--- config.mk ---
export PLATFORM = sky130hd
export DESIGN_NAME = dacdec_top
export DESIGN_NICKNAME = d
export VERILOG_FILES = /design/src/rtl/dacdec_pkg.sv /design/src/rtl/dacdec_decode.sv /design/src/rtl/dacdec_sysreg.sv /design/src/rtl/dacdec_channel.sv /design/src/rtl/dacdec_top.sv
export SDC_FILE = /design/constraint.sdc
export NUM_CORES = 1
export LEC_CHECK = 0
export BUFFER_PORTS_ARGS = -buffer_cell sky130_fd_sc_hd__buf_2
export CAP_MARGIN = 20
export CORE_MARGIN = 2
export CORE_UTILIZATION = 45
export CTS_CLUSTER_DIAMETER = 150
export CTS_CLUSTER_SIZE = 28
export DETAILED_ROUTE_END_ITERATION = 10
export PLACE_DENSITY_LB_ADDON = 0.12
export SYNTH_ARGS = -nofsm -noshare
export SYNTH_HDL_FRONTEND = slang
export SYNTH_SLANG_ARGS = --single-unit
--- constraint.sdc ---
create_clock -name clk -period 1.5 [get_ports clk]
set_input_delay 0 -clock clk [delete_from_list [all_inputs] [get_ports clk]]
set_output_delay 0 -clock clk [all_outputs]
set_load 0.02 [all_outputs]
--- src/rtl/dacdec_pkg.sv ---
package dacdec_pkg;
  localparam int WORD_W = 16;
  localparam int DATA_W = 10;
  localparam int ADDR_W = 3;

  localparam int SEL_BIT = 15;
  localparam int ADDR_LSB = 12;
  localparam int MODE_LSB = 10;

  typedef enum logic [1:0] {
    MODE_SYS  = 2'b00,
    MODE_CHAN = 2'b01,
    MODE_DATA = 2'b10,
    MODE_RSV  = 2'b11
  } mode_e;

  typedef struct packed {
    logic twos;
    logic sstby;
    logic pd;
  } sysctl_t;
endpackage

--- src/rtl/dacdec_decode.sv ---
module dacdec_decode
  import dacdec_pkg::*;
#(
  parameter int NCH = 4
) (
  input  logic                  clk,
  input  logic                  rst_n,
  input  logic                  wr_en,
  input  logic [WORD_W-1:0]     word,
  output logic                  sys_we,
  output logic [NCH-1:0]        chan_we,
  output logic [NCH-1:0]        main_we,
  output logic [NCH-1:0]        sub_we,
  output logic [DATA_W-1:0]     payload,
  output logic                  bad
);
  mode_e             mode;
  logic [ADDR_W-1:0] addr;
  logic              addr_ok;
  logic              sel_sub;

  always_comb begin
    mode    = mode_e'(word[MODE_LSB +: 2]);
    addr    = word[ADDR_LSB +: ADDR_W];
    sel_sub = word[SEL_BIT];
    payload = word[DATA_W-1:0];
    addr_ok = (32'(addr) < NCH);
  end

  always_comb begin
    sys_we = wr_en && (mode == MODE_SYS);
    bad    = wr_en && ((mode == MODE_RSV) ||
                       (((mode == MODE_CHAN) || (mode == MODE_DATA)) && !addr_ok));
  end

  for (genvar i = 0; i < NCH; i++) begin : g_sel
    logic hit;
    always_comb begin
      hit        = wr_en && (addr == ADDR_W'(i));
      chan_we[i] = hit && (mode == MODE_CHAN);
      main_we[i] = hit && (mode == MODE_DATA) && !sel_sub;
      sub_we[i]  = hit && (mode == MODE_DATA) && sel_sub;
    end
  end

  AST_SEL_EXCL: assert property (@(posedge clk) disable iff (!rst_n)
    $onehot0({sys_we, (|chan_we), (|main_we), (|sub_we), bad}));
  AST_BAD_NO_STROBE: assert property (@(posedge clk) disable iff (!rst_n)
    bad |-> (chan_we == '0) && (main_we == '0) && (sub_we == '0));
endmodule

--- src/rtl/dacdec_sysreg.sv ---
module dacdec_sysreg
  import dacdec_pkg::*;
(
  input  logic       clk,
  input  logic       rst_n,
  input  logic       we,
  input  logic [2:0] din,
  output sysctl_t    sys_q
);
  sysctl_t sys_d;

  always_comb begin
    sys_d = sys_q;
    if (we) sys_d = sysctl_t'(din);
  end

  always_ff @(posedge clk or negedge rst_n) begin
    if (!rst_n) begin
      sys_q.pd    <= 1'b1;
      sys_q.sstby <= 1'b1;
      sys_q.twos  <= 1'b0;
    end else begin
      sys_q <= sys_d;
    end
  end

  AST_SYS_HOLD: assert property (@(posedge clk) disable iff (!rst_n)
    !we |=> $stable(sys_q));
endmodule

--- src/rtl/dacdec_channel.sv ---
module dacdec_channel #(
  parameter int MW = 10,
  parameter int SW = 8,
  parameter int CW = 4
) (
  input  logic          clk,
  input  logic          rst_n,
  input  logic          ctrl_we,
  input  logic          main_we,
  input  logic          sub_we,
  input  logic [MW-1:0] payload,
  input  logic          load,
  input  logic          clear_n,
  input  logic          twos,
  output logic [CW-1:0] ctrl_q,
  output logic [MW-1:0] main_dac_q,
  output logic [SW-1:0] sub_dac_q
);
  localparam logic [MW-1:0] MAIN_MID = MW'(1) << (MW - 1);
  localparam logic [SW-1:0] SUB_MID  = SW'(1) << (SW - 1);

  logic [CW-1:0] ctrl_d;
  logic [MW-1:0] main_dat_q, main_dat_d, main_dac_d;
  logic [SW-1:0] sub_dat_q, sub_dat_d, sub_dac_d;
  logic [MW-1:0] main_clr;
  logic [SW-1:0] sub_clr;

  always_comb begin
    main_clr = twos ? '0 : MAIN_MID;
    sub_clr  = twos ? '0 : SUB_MID;
  end

  always_comb begin
    ctrl_d     = ctrl_q;
    main_dat_d = main_dat_q;
    sub_dat_d  = sub_dat_q;
    if (ctrl_we) ctrl_d     = payload[CW-1:0];
    if (main_we) main_dat_d = payload;
    if (sub_we)  sub_dat_d  = payload[MW-1 -: SW];
  end

  always_comb begin
    main_dac_d = main_dac_q;
    sub_dac_d  = sub_dac_q;
    if (!clear_n) begin
      main_dac_d = main_clr;
      sub_dac_d  = sub_clr;
    end else if (load) begin
      main_dac_d = main_dat_q;
      sub_dac_d  = sub_dat_q;
    end
  end

  always_ff @(posedge clk or negedge rst_n) begin
    if (!rst_n) begin
      ctrl_q     <= '0;
      main_dat_q <= MAIN_MID;
      sub_dat_q  <= SUB_MID;
      main_dac_q <= MAIN_MID;
      sub_dac_q  <= SUB_MID;
    end else begin
      ctrl_q     <= ctrl_d;
      main_dat_q <= main_dat_d;
      sub_dat_q  <= sub_dat_d;
      main_dac_q <= main_dac_d;
      sub_dac_q  <= sub_dac_d;
    end
  end

  AST_CLR_MAIN: assert property (@(posedge clk) disable iff (!rst_n)
    !clear_n |=> main_dac_q == ($past(twos) ? '0 : MAIN_MID));
  AST_CLR_SUB: assert property (@(posedge clk) disable iff (!rst_n)
    !clear_n |=> sub_dac_q == ($past(twos) ? '0 : SUB_MID));
  AST_LOAD_COPY: assert property (@(posedge clk) disable iff (!rst_n)
    (clear_n && load) |=> (main_dac_q == $past(main_dat_q)) && (sub_dac_q == $past(sub_dat_q)));
  AST_DAC_HOLD: assert property (@(posedge clk) disable iff (!rst_n)
    (clear_n && !load) |=> $stable(main_dac_q) && $stable(sub_dac_q));
endmodule

--- src/rtl/dacdec_top.sv ---
module dacdec_top
  import dacdec_pkg::*;
#(
  parameter int NCH = 4,
  parameter int MW  = 10,
  parameter int SW  = 8,
  parameter int CW  = 4
) (
  input  logic              clk,
  input  logic              rst_n,
  input  logic              wr_en_i,
  input  logic [15:0]       word_i,
  input  logic              load_i,
  input  logic              clear_n_i,
  output logic [2:0]        sys_ctrl_o,
  output logic [NCH*CW-1:0] chan_ctrl_o,
  output logic [NCH*MW-1:0] main_dac_o,
  output logic [NCH*SW-1:0] sub_dac_o,
  output logic              err_o
);
  logic              sys_we, bad;
  logic [NCH-1:0]    chan_we, main_we, sub_we;
  logic [DATA_W-1:0] payload;
  sysctl_t           sys_q;
  logic              err_q, err_d;

  dacdec_decode #(.NCH(NCH)) u_decode (
    .clk(clk), .rst_n(rst_n), .wr_en(wr_en_i), .word(word_i),
    .sys_we(sys_we), .chan_we(chan_we), .main_we(main_we), .sub_we(sub_we),
    .payload(payload), .bad(bad)
  );

  dacdec_sysreg u_sysreg (
    .clk(clk), .rst_n(rst_n), .we(sys_we), .din(payload[2:0]), .sys_q(sys_q)
  );

  for (genvar i = 0; i < NCH; i++) begin : g_ch
    dacdec_channel #(.MW(MW), .SW(SW), .CW(CW)) u_ch (
      .clk(clk), .rst_n(rst_n),
      .ctrl_we(chan_we[i]), .main_we(main_we[i]), .sub_we(sub_we[i]),
      .payload(payload[MW-1:0]), .load(load_i), .clear_n(clear_n_i),
      .twos(sys_q.twos),
      .ctrl_q(chan_ctrl_o[i*CW +: CW]),
      .main_dac_q(main_dac_o[i*MW +: MW]),
      .sub_dac_q(sub_dac_o[i*SW +: SW])
    );
  end

  always_comb begin
    err_d      = bad;
    sys_ctrl_o = sys_q;
    err_o      = err_q;
  end

  always_ff @(posedge clk or negedge rst_n) begin
    if (!rst_n) err_q <= 1'b0;
    else        err_q <= err_d;
  end

  AST_ERR_SYS_STABLE: assert property (@(posedge clk) disable iff (!rst_n)
    err_q |-> $stable(sys_q));
  AST_ERR_CTRL_STABLE: assert property (@(posedge clk) disable iff (!rst_n)
    err_q |-> $stable(chan_ctrl_o));
endmodule

# After elaboration in Yosys (flattened, before gate mapping)
# Index checks and enable logic that the tools add are counted.
# op_classes
mux	18
order_cmp	1
eq_ne	7
reduce_logical	29
# op_table
op	n
$mux W10	9
$mux W8	9
$logic_and A1 B1 Y1	23
$eq A3 B2 Y1 const B	2
$eq A2 B2 Y1 const B	2
$eq A3 B1 Y1 const B	1
$logic_not A3 Y1	1
$lt A3 B3 Y1 const B	1
$eq A2 B1 Y1 const B	1
$logic_not A1 Y1	2
$logic_not A2 Y1	1
$logic_or A1 B1 Y1	2
$ne A2 B2 Y1 const B	1
# totals
elab_cells	79
input_bits	21
output_inout_bits	92
reg_bits	164

# Logic depth before layout (Yosys ltp)
# Gate-level depths: netlist of the first run.
# depth
depth_word	5
ltp_mapped	7
depth_no_buf	5

# Cells and area by module
# From an unflattened synthesis of the first run, not the netlist that was laid out.
# hier_totals
hier_cells	464
hier_area_um2	6789.0
# modules_own_cells
module	cells_per_inst	seq_area_each_um2	n_inst	area_each_um2
dacdec_channel	104	1006.0	4	1595.3
dacdec_decode	41	0.0	1	271.5
dacdec_sysreg	6	77.6	1	111.4
dacdec_top	1	25.0	1	25.0

# Worst setup path after synthesis of the first run
# Ideal clock, no wire load.
# synth_path
path_kind	input -> register
from	input word_i[10]
to	register g_ch[0].u_ch.main_dat_q[0]
n_path_buf	2
arrival_ns	1.604
slack_ns	-0.229
cell_stages	7
t_required_ns	1.375
cell_sequence	inv_1 > ha_1 > or3b_1 > buf_2 > or4b_4 > buf_6 > mux2_4
# synth_via
elab_chain_cells	3
# synth_rtl
element	line_no	text
start, declared	dacdec_top.sv:12	input logic [15:0] word_i,
$eq A2 B2 Y1	dacdec_decode.sv:41	main_we[i] = hit && (mode == MODE_DATA) && !sel_sub;
$logic_and A1 B1 Y1 (2 in a row)	dacdec_decode.sv:41	
end signal, assigned	dacdec_channel.sv:63	main_dat_q <= main_dat_d;
end, declared	dacdec_channel.sv:23	logic [MW-1:0] main_dat_q, main_dat_d, main_dac_d;
# No other way between the ends.
# A chain may end at the register's enable or synchronous reset.

# Final worst setup path of the first run
# layout_path
from	input word_i[10]
to	register g_ch[0].u_ch.main_dat_q[5]
# The elaborated chain is that of the path after synthesis.

==> flow_summary.yaml, run 1 <==
run_status:
  status: "finished, final reports clean"
sta:
  max_slew.worst_pin.slew_ns: 0.688
  max-slew-margin-rel: 0.540
  finalClockSkew_ns: 0.00480
  post-route-min-period_ns: 1.41
  final-hold-violation-count: 0
  post-route-period-util: 0.940
  final.hold.worst_slack_ns: 0.0199
  fmax_mhz: 709
  slew_violations: 0
  setup_violation_total_in_the_final_timing_report: 0
  rsz0062_at_grt: "false"
grt:
  first_global_vias: 4329
  track_usage: 0.198
  globalRoute.totalOverflow: 0
  antenna_found_initial: 0
  grt_start_max_net_pins: 45
  grt_pass1_wl_um: 24100
die:
  chipHeight_um: 126
  design.portCount: 113
  initial_utilization: 0.459
  die-width_um: 126
  number_of_placement_rows: 44
  die-area_um2: 15800
  design.core.area_um2: 14500
placement:
  placement.io_buffers: 112
  globalplace.congestion: 0.788
  placed_cells: 753
  hpwl_um: 9800
setup_path:
  worst-path-max-fanout: 10
  start_kind: "input port"
  cpPeakStageDelay_ns: 0.67
  critical_path_arrival_ns: 1.71
  crit_required_ns: 1.80
  cp_cell_sequence: "buf_2 -> inv_12 -> ha_4 -> or3b_1 -> or4b_4 -> mux2_4"
  setup.worst_path.class: "input port to flip-flop"
  critPathCaptureType: "flip-flop"
  cp_slowest_cell: "sky130_fd_sc_hd__or4b_4"
routing:
  detail_route.vias_per_cell: 5.10
  routed-via-count: 4018
  route.detailed.drc: 0
  ant_nets: 0
  number_of_search_and_repair_iterations_in_the_first_detailed_routing_pass: 4
  postRouteWirelength_um: 14800
  routedWlPerCell_um: 18.8
  drt-initial-drc-count: 163
yosys:
  syn_avg_cell_area_um2: 14.7
  ys.warnings.count: 0
  ys_seq_area_frac: 0.618
  synthesis.instances: 454
  syn_area_um2: 6670
  synth_cell_type_count: 27
  synth-seq-cells: 164
  synth_fp_nets: 479
layout:
  layout.cells.most_common: "sky130_fd_sc_hd__dfrtp_1"
  mostFrequentLayoutCells: "146 x sky130_fd_sc_hd__dfrtp_1, 110 x sky130_fd_sc_hd__buf_2, 81 x sky130_fd_sc_hd__mux2_2"
  stdcell_count: 788
  post_route_cells_drive_above_1_share: 0.477
  antenna_diodes: 0
  design.final.nets: 616
  syn_to_final_growth_pct: 24.7
  fillers: 1194
pwr:
  power_mw: 11.3
  vdd_ir_drop_max_uv: 736
  static-leakage-power_nw: 4.23
  power-per-cell-area_nw_per_um2: 1360
clock_tree:
  clock_tree_from_tritoncts: "done"
  cts.sink_count: 164
  cts_inserted_buffers: 17
  cts_buffer_depth: 2
  cts.htree.levels: 4
  cts.reportedPaths.clkPinSlew_ns: 0.06
  clock_latency_ns: 0.42
  cts_root_buf: "sky130_fd_sc_hd__clkbuf_16"
  post-cts-setup-buffers: 0
job:
  cap_viol_max_count: 0
worst_hold_path:
  worstHoldPathType: "input port to flip-flop"
-- logic make-up after synthesis --
logic type                 Yosys count  share of synthesized area
muxes                              163                      0.267
AOI/OAI and AO/OA                    9                    0.00675
buffers and inverters               28                     0.0178
and+or+nand+nor                     86                     0.0825
adders and majority gates            4                    0.00750
DFF                                164                      0.618
-- per-layer routing --
layer	up-vias	global-route usage	share of wire
met5	-	0	0
met4	0	0.0679	0.017
met3	18	0.0459	0.039
met2	92	0.319	0.49
met1	2064	0.268	0.46
li1	1844	-	-
-- flip-flops by register name, summed over array words and instances, names as in the netlist --
register and count:
err_o 1, g_ch.u_ch.ctrl_q 16, g_ch.u_ch.main_dac_q 40, g_ch.u_ch.main_dat_q 40, g_ch.u_ch.sub_dac_q 32, g_ch.u_ch.sub_dat_q 32, u_sysreg.sys_q 3
-- what timing repair did --
action / in CTS / in global routing
resized for setup: 0 / 0
hold endpoints to repair: 157 / 0
hold buffers: 3 / 0
-- worst max-delay path, delay by kind of cell --
kind	cells	cell delay [ns]
buffers and inverters	2	0.22
adder cells (fa/ha/maj)	1	0.11
AND/OR/NAND/NOR	2	1.04
multiplexers	1	0.34
-- cell usage after synthesis, drive strengths merged --
master | number | area [µm²]
dfrtp | 146 | 3650
buf | 5 | 32.5
mux2 | 91 | 1060
ha | 4 | 50.1
inv | 3 | 11.3
or2 | 1 | 6.26
nand4b | 1 | 8.76
nand2 | 2 | 7.51
nor2b | 66 | 413
nor2 | 5 | 23.8
nor3 | 3 | 25.0
mux2i | 72 | 721
a21oi | 9 | 45.0
nand3b | 3 | 22.5
nand3 | 1 | 5.00
or3 | 1 | 6.26
or4b | 2 | 23.8
or3b | 1 | 8.76
clkbuf | 20 | 75.1
dfstp | 18 | 473
-- cell type report --
type                            instances  area (µm²)  share of cell area
Sequential cell                       164        4130               0.496
Multi-Input combinational cell        262        2440               0.293
Timing Repair Buffer                  143         885               0.106
Clock buffer                           19         433              0.0520
Tap cell                              184         230              0.0277
Clock inverter                         13         184              0.0221
Inverter                                3        23.8             0.00286
-- worst paths after layout --
kind | start | end | slack, ns | depth (start not counted)
max | word_i[10] | g_ch[0].u_ch.main_dat_q[5]$_DFFE_PN0P_ | 0.09 | 6
min | wr_en_i | err_o$_DFF_PN0_ | 0.02 | 3
max reg2reg | u_sysreg.sys_q[2]$_DFFE_PN0P_ | g_ch[0].u_ch.main_dac_q[9]$_DFFE_PN1P_ | 0.32 | 2
min reg2reg | g_ch[2].u_ch.sub_dat_q[4]$_DFFE_PN0P_ | g_ch[2].u_ch.sub_dat_q[4]$_DFFE_PN0P_ | 0.50 | 1
max in group asynchronous | rst_n | g_ch[3].u_ch.sub_dac_q[3]$_DFFE_PN0P_ | 0.80 | 3
min in group asynchronous | rst_n | g_ch[1].u_ch.sub_dac_q[5]$_DFFE_PN0P_ | 0.05 | 2
-- power by group --
part           internal [mW]  switching, mW
Sequential              4.97          0.274
Clock                   2.78           1.73
Combinational          0.694          0.838
-- per-stage QoR --
step                      area (µm²)  utilization  worst slack [ns]  setup TNS [ns]
final                           8320        0.573            0.0902               0
after CTS                       8320        0.573             0.114               0
after detailed placement        7680        0.528            -0.339           -9.25
after global placement          7680        0.528            -0.305           -7.89
after floorplan                 6710            -            -0.199           -2.95
after global routing            8320        0.573            0.0639               0
Power figures use the tool's default switching activity.
==> inputs of run 2 (changes only) <==
--- a/config.mk
+++ b/config.mk
@@ -12,7 +12,8 @@
 export CTS_CLUSTER_DIAMETER = 150
 export CTS_CLUSTER_SIZE = 28
 export DETAILED_ROUTE_END_ITERATION = 10
-export PLACE_DENSITY_LB_ADDON = 0.12
+export PLACE_DENSITY = 0.66
+export SETUP_SLACK_MARGIN = 0.15
 export SYNTH_ARGS = -nofsm -noshare
 export SYNTH_HDL_FRONTEND = slang
 export SYNTH_SLANG_ARGS = --single-unit
==> flow_summary.yaml, run 2 (synthesis gave the netlist of run 1 again) <==
run_status:
  status: "finished, final reports clean"
clock_tree:
  clock_tree_from_tritoncts: "done"
  cts.sink_count: 164
  cts.htree.levels: 4
  cts.reportedPaths.clkPinSlew_ns: 0.06
  cts_inserted_buffers: 17
  cts_root_buf: "sky130_fd_sc_hd__clkbuf_16"
  cts_buffer_depth: 2
  post-cts-setup-buffers: 0
  clock_latency_ns: 0.42
placement:
  placed_cells: 745
  place_area_um2: 7630
  hpwl_um: 9360
  globalplace.congestion: 0.759
  placement.io_buffers: 112
sta:
  slew_violations: 0
  rsz0062_at_grt: "false"
  post-route-period-util: 0.885
  final-hold-violation-count: 0
  fmax_mhz: 754
  post-route-min-period_ns: 1.33
  finalClockSkew_ns: 0.00520
  max-slew-margin-rel: 0.495
  max_slew.worst_pin.slew_ns: 0.756
  setup_violation_total_in_the_final_timing_report: 0
setup_path:
  reg2reg_from: "u_sysreg.sys_q[2]$_DFFE_PN0P_"
  regToRegEndpoint: "g_ch[3].u_ch.sub_dac_q[7]$_DFFE_PN1P_"
  endpoint: "g_ch[0].u_ch.main_dat_q[5]$_DFFE_PN0P_"
  critPathCaptureType: "flip-flop"
  startpoint: "word_i[10]"
  r2r_slack_ns: 0.30
  critical_path_arrival_ns: 1.62
  setup.worst_path.class: "input port to flip-flop"
  crit_required_ns: 1.80
  timing.reg2reg.worst_path_depth: 2
  start_kind: "input port"
  worst-path-max-fanout: 5
pwr:
  internal-power_mw: 8.22
  seq_power_share: 0.480
  static-leakage-power_nw: 4.21
  power-per-cell-area_nw_per_um2: 1320
  power.share.switching: 0.249
  net-switching-power_mw: 2.73
  vdd_ir_drop_max_uv: 790
  p_clk_frac: 0.380
  comb_power_share: 0.140
grt:
  track_usage: 0.190
  antenna_found_initial: 0
  first_global_vias: 4117
  grt_start_max_net_pins: 52
  globalRoute.totalOverflow: 0
  grt_pass1_wl_um: 23100
routing:
  route.detailed.drc: 0
  number_of_search_and_repair_iterations_in_the_first_detailed_routing_pass: 5
  drt-initial-drc-count: 203
  detail_route.vias_per_cell: 5.03
  postRouteWirelength_um: 14300
  routedWlPerCell_um: 18.3
  ant_nets: 0
  routed-via-count: 3943
worst_hold_path:
  worstHoldPathType: "input port to async pin"
layout:
  mostFrequentLayoutCells: "146 x sky130_fd_sc_hd__dfrtp_1, 109 x sky130_fd_sc_hd__buf_2, 81 x sky130_fd_sc_hd__mux2_2"
  layout.cells.most_common: "sky130_fd_sc_hd__dfrtp_1"
  design.final.nets: 612
  largest_registers: "g_ch.u_ch.main_dac_q: 40 flops, g_ch.u_ch.main_dat_q: 40 flops"
  antenna_diodes: 0
  syn_to_final_growth_pct: 24.2
  final_design_area_no_fill_um2: 8290
  post_route_cells_drive_above_1_share: 0.463
  stdcell_count: 784
die:
  design.core.area_um2: 14500
  design.portCount: 113
  die-width_um: 126
  chipHeight_um: 126
  initial_utilization: 0.459
  die-area_um2: 15800
  number_of_placement_rows: 44
job:
  cap_viol_max_count: 0
==> run 2: cell count changes in the layout (fill, tap and decap cells not counted), moves of 2 or more <==
cell / delta
sky130_fd_sc_hd__clkinvlp_4: -5
sky130_fd_sc_hd__dlygate4sd3_1: +3
sky130_fd_sc_hd__clkbuf_8: +6
sky130_fd_sc_hd__clkbuf_1: +4
sky130_fd_sc_hd__or4b_4: +2
sky130_fd_sc_hd__bufinv_16: -3
sky130_fd_sc_hd__buf_4: -9
==> run 2: timing repair <==
item,CTS,global route
cloned,1,0
hold buffers,6,0
gates resized for setup,2,3
endpoints found under the setup margin,10,12
pin swaps,1,1
endpoints found under the hold margin,175,0
==> run 2: cell type report <==
class / instances / area (µm²)
clock buffers: 29 / 531
clock inverters: 3 / 42.5
fillers: 1227 / 6250
inverters: 3 / 23.8
multi-input cells: 263 / 2460
flip-flops and latches: 164 / 4130
well taps: 184 / 230
repair buffers: 138 / 873
==> run 2: how the worst min path moves through the flow <==
stage / to / slack, ns
global route: g_ch[1].u_ch.main_dat_q[8]$_DFFE_PN0P_ / 0.02
global placement: g_ch[1].u_ch.sub_dac_q[5]$_DFFE_PN0P_ / -0.10
floorplan: err_o$_DFF_PN0_ / -0.30
finish: g_ch[0].u_ch.main_dac_q[4]$_DFFE_PN0P_ / 0.03
CTS: g_ch[1].u_ch.main_dat_q[8]$_DFFE_PN0P_ / 0.02
detailed placement: g_ch[1].u_ch.sub_dac_q[5]$_DFFE_PN0P_ / -0.10
==> run 2: stage by stage <==
step / utilization / TNS, ns / setup WS (ns) / power [mW] / hold slack [ns]
after floorplan: - / -2.95 / -0.199 / 6.23 / -0.296
after global placement: 0.525 / -7.31 / -0.337 / 6.80 / -0.102
after detailed placement: 0.525 / -8.18 / -0.369 / 6.86 / -0.103
after CTS: 0.570 / 0 / 0.167 / 11.1 / 0.0221
after global routing: 0.570 / 0 / 0.160 / 11.4 / 0.0174
final: 0.570 / 0 / 0.173 / 11.0 / 0.0269
==> run 2: power by group through the flow <==
| stage | combinational [mW] | clock, mW | sequential (mW) |
|---|---|---|---|
| after floorplan | 0.694 | 0 | 5.54 |
| after global placement | 1.49 | 0 | 5.31 |
| after detailed placement | 1.54 | 0 | 5.32 |
| after CTS | 1.56 | 4.25 | 5.25 |
| after global routing | 1.66 | 4.46 | 5.31 |
| final | 1.53 | 4.17 | 5.25 |
==> run 2: critical path: stages <==
cell and delay (ns):
sky130_fd_sc_hd__buf_6 0.12, sky130_fd_sc_hd__inv_12 0.05, sky130_fd_sc_hd__ha_4 0.11, sky130_fd_sc_hd__or3b_4 0.41
sky130_fd_sc_hd__or4b_4 0.61, sky130_fd_sc_hd__mux2_4 0.33
==> run 2: routing by layer <==
metal / global-route usage / up-vias / part of all wire
met5: 0 / - / 0
met4: 0.0485 / 0 / 0.011
met3: 0.0586 / 14 / 0.053
met2: 0.291 / 91 / 0.47
met1: 0.267 / 2005 / 0.47
li1: - / 1833 / -
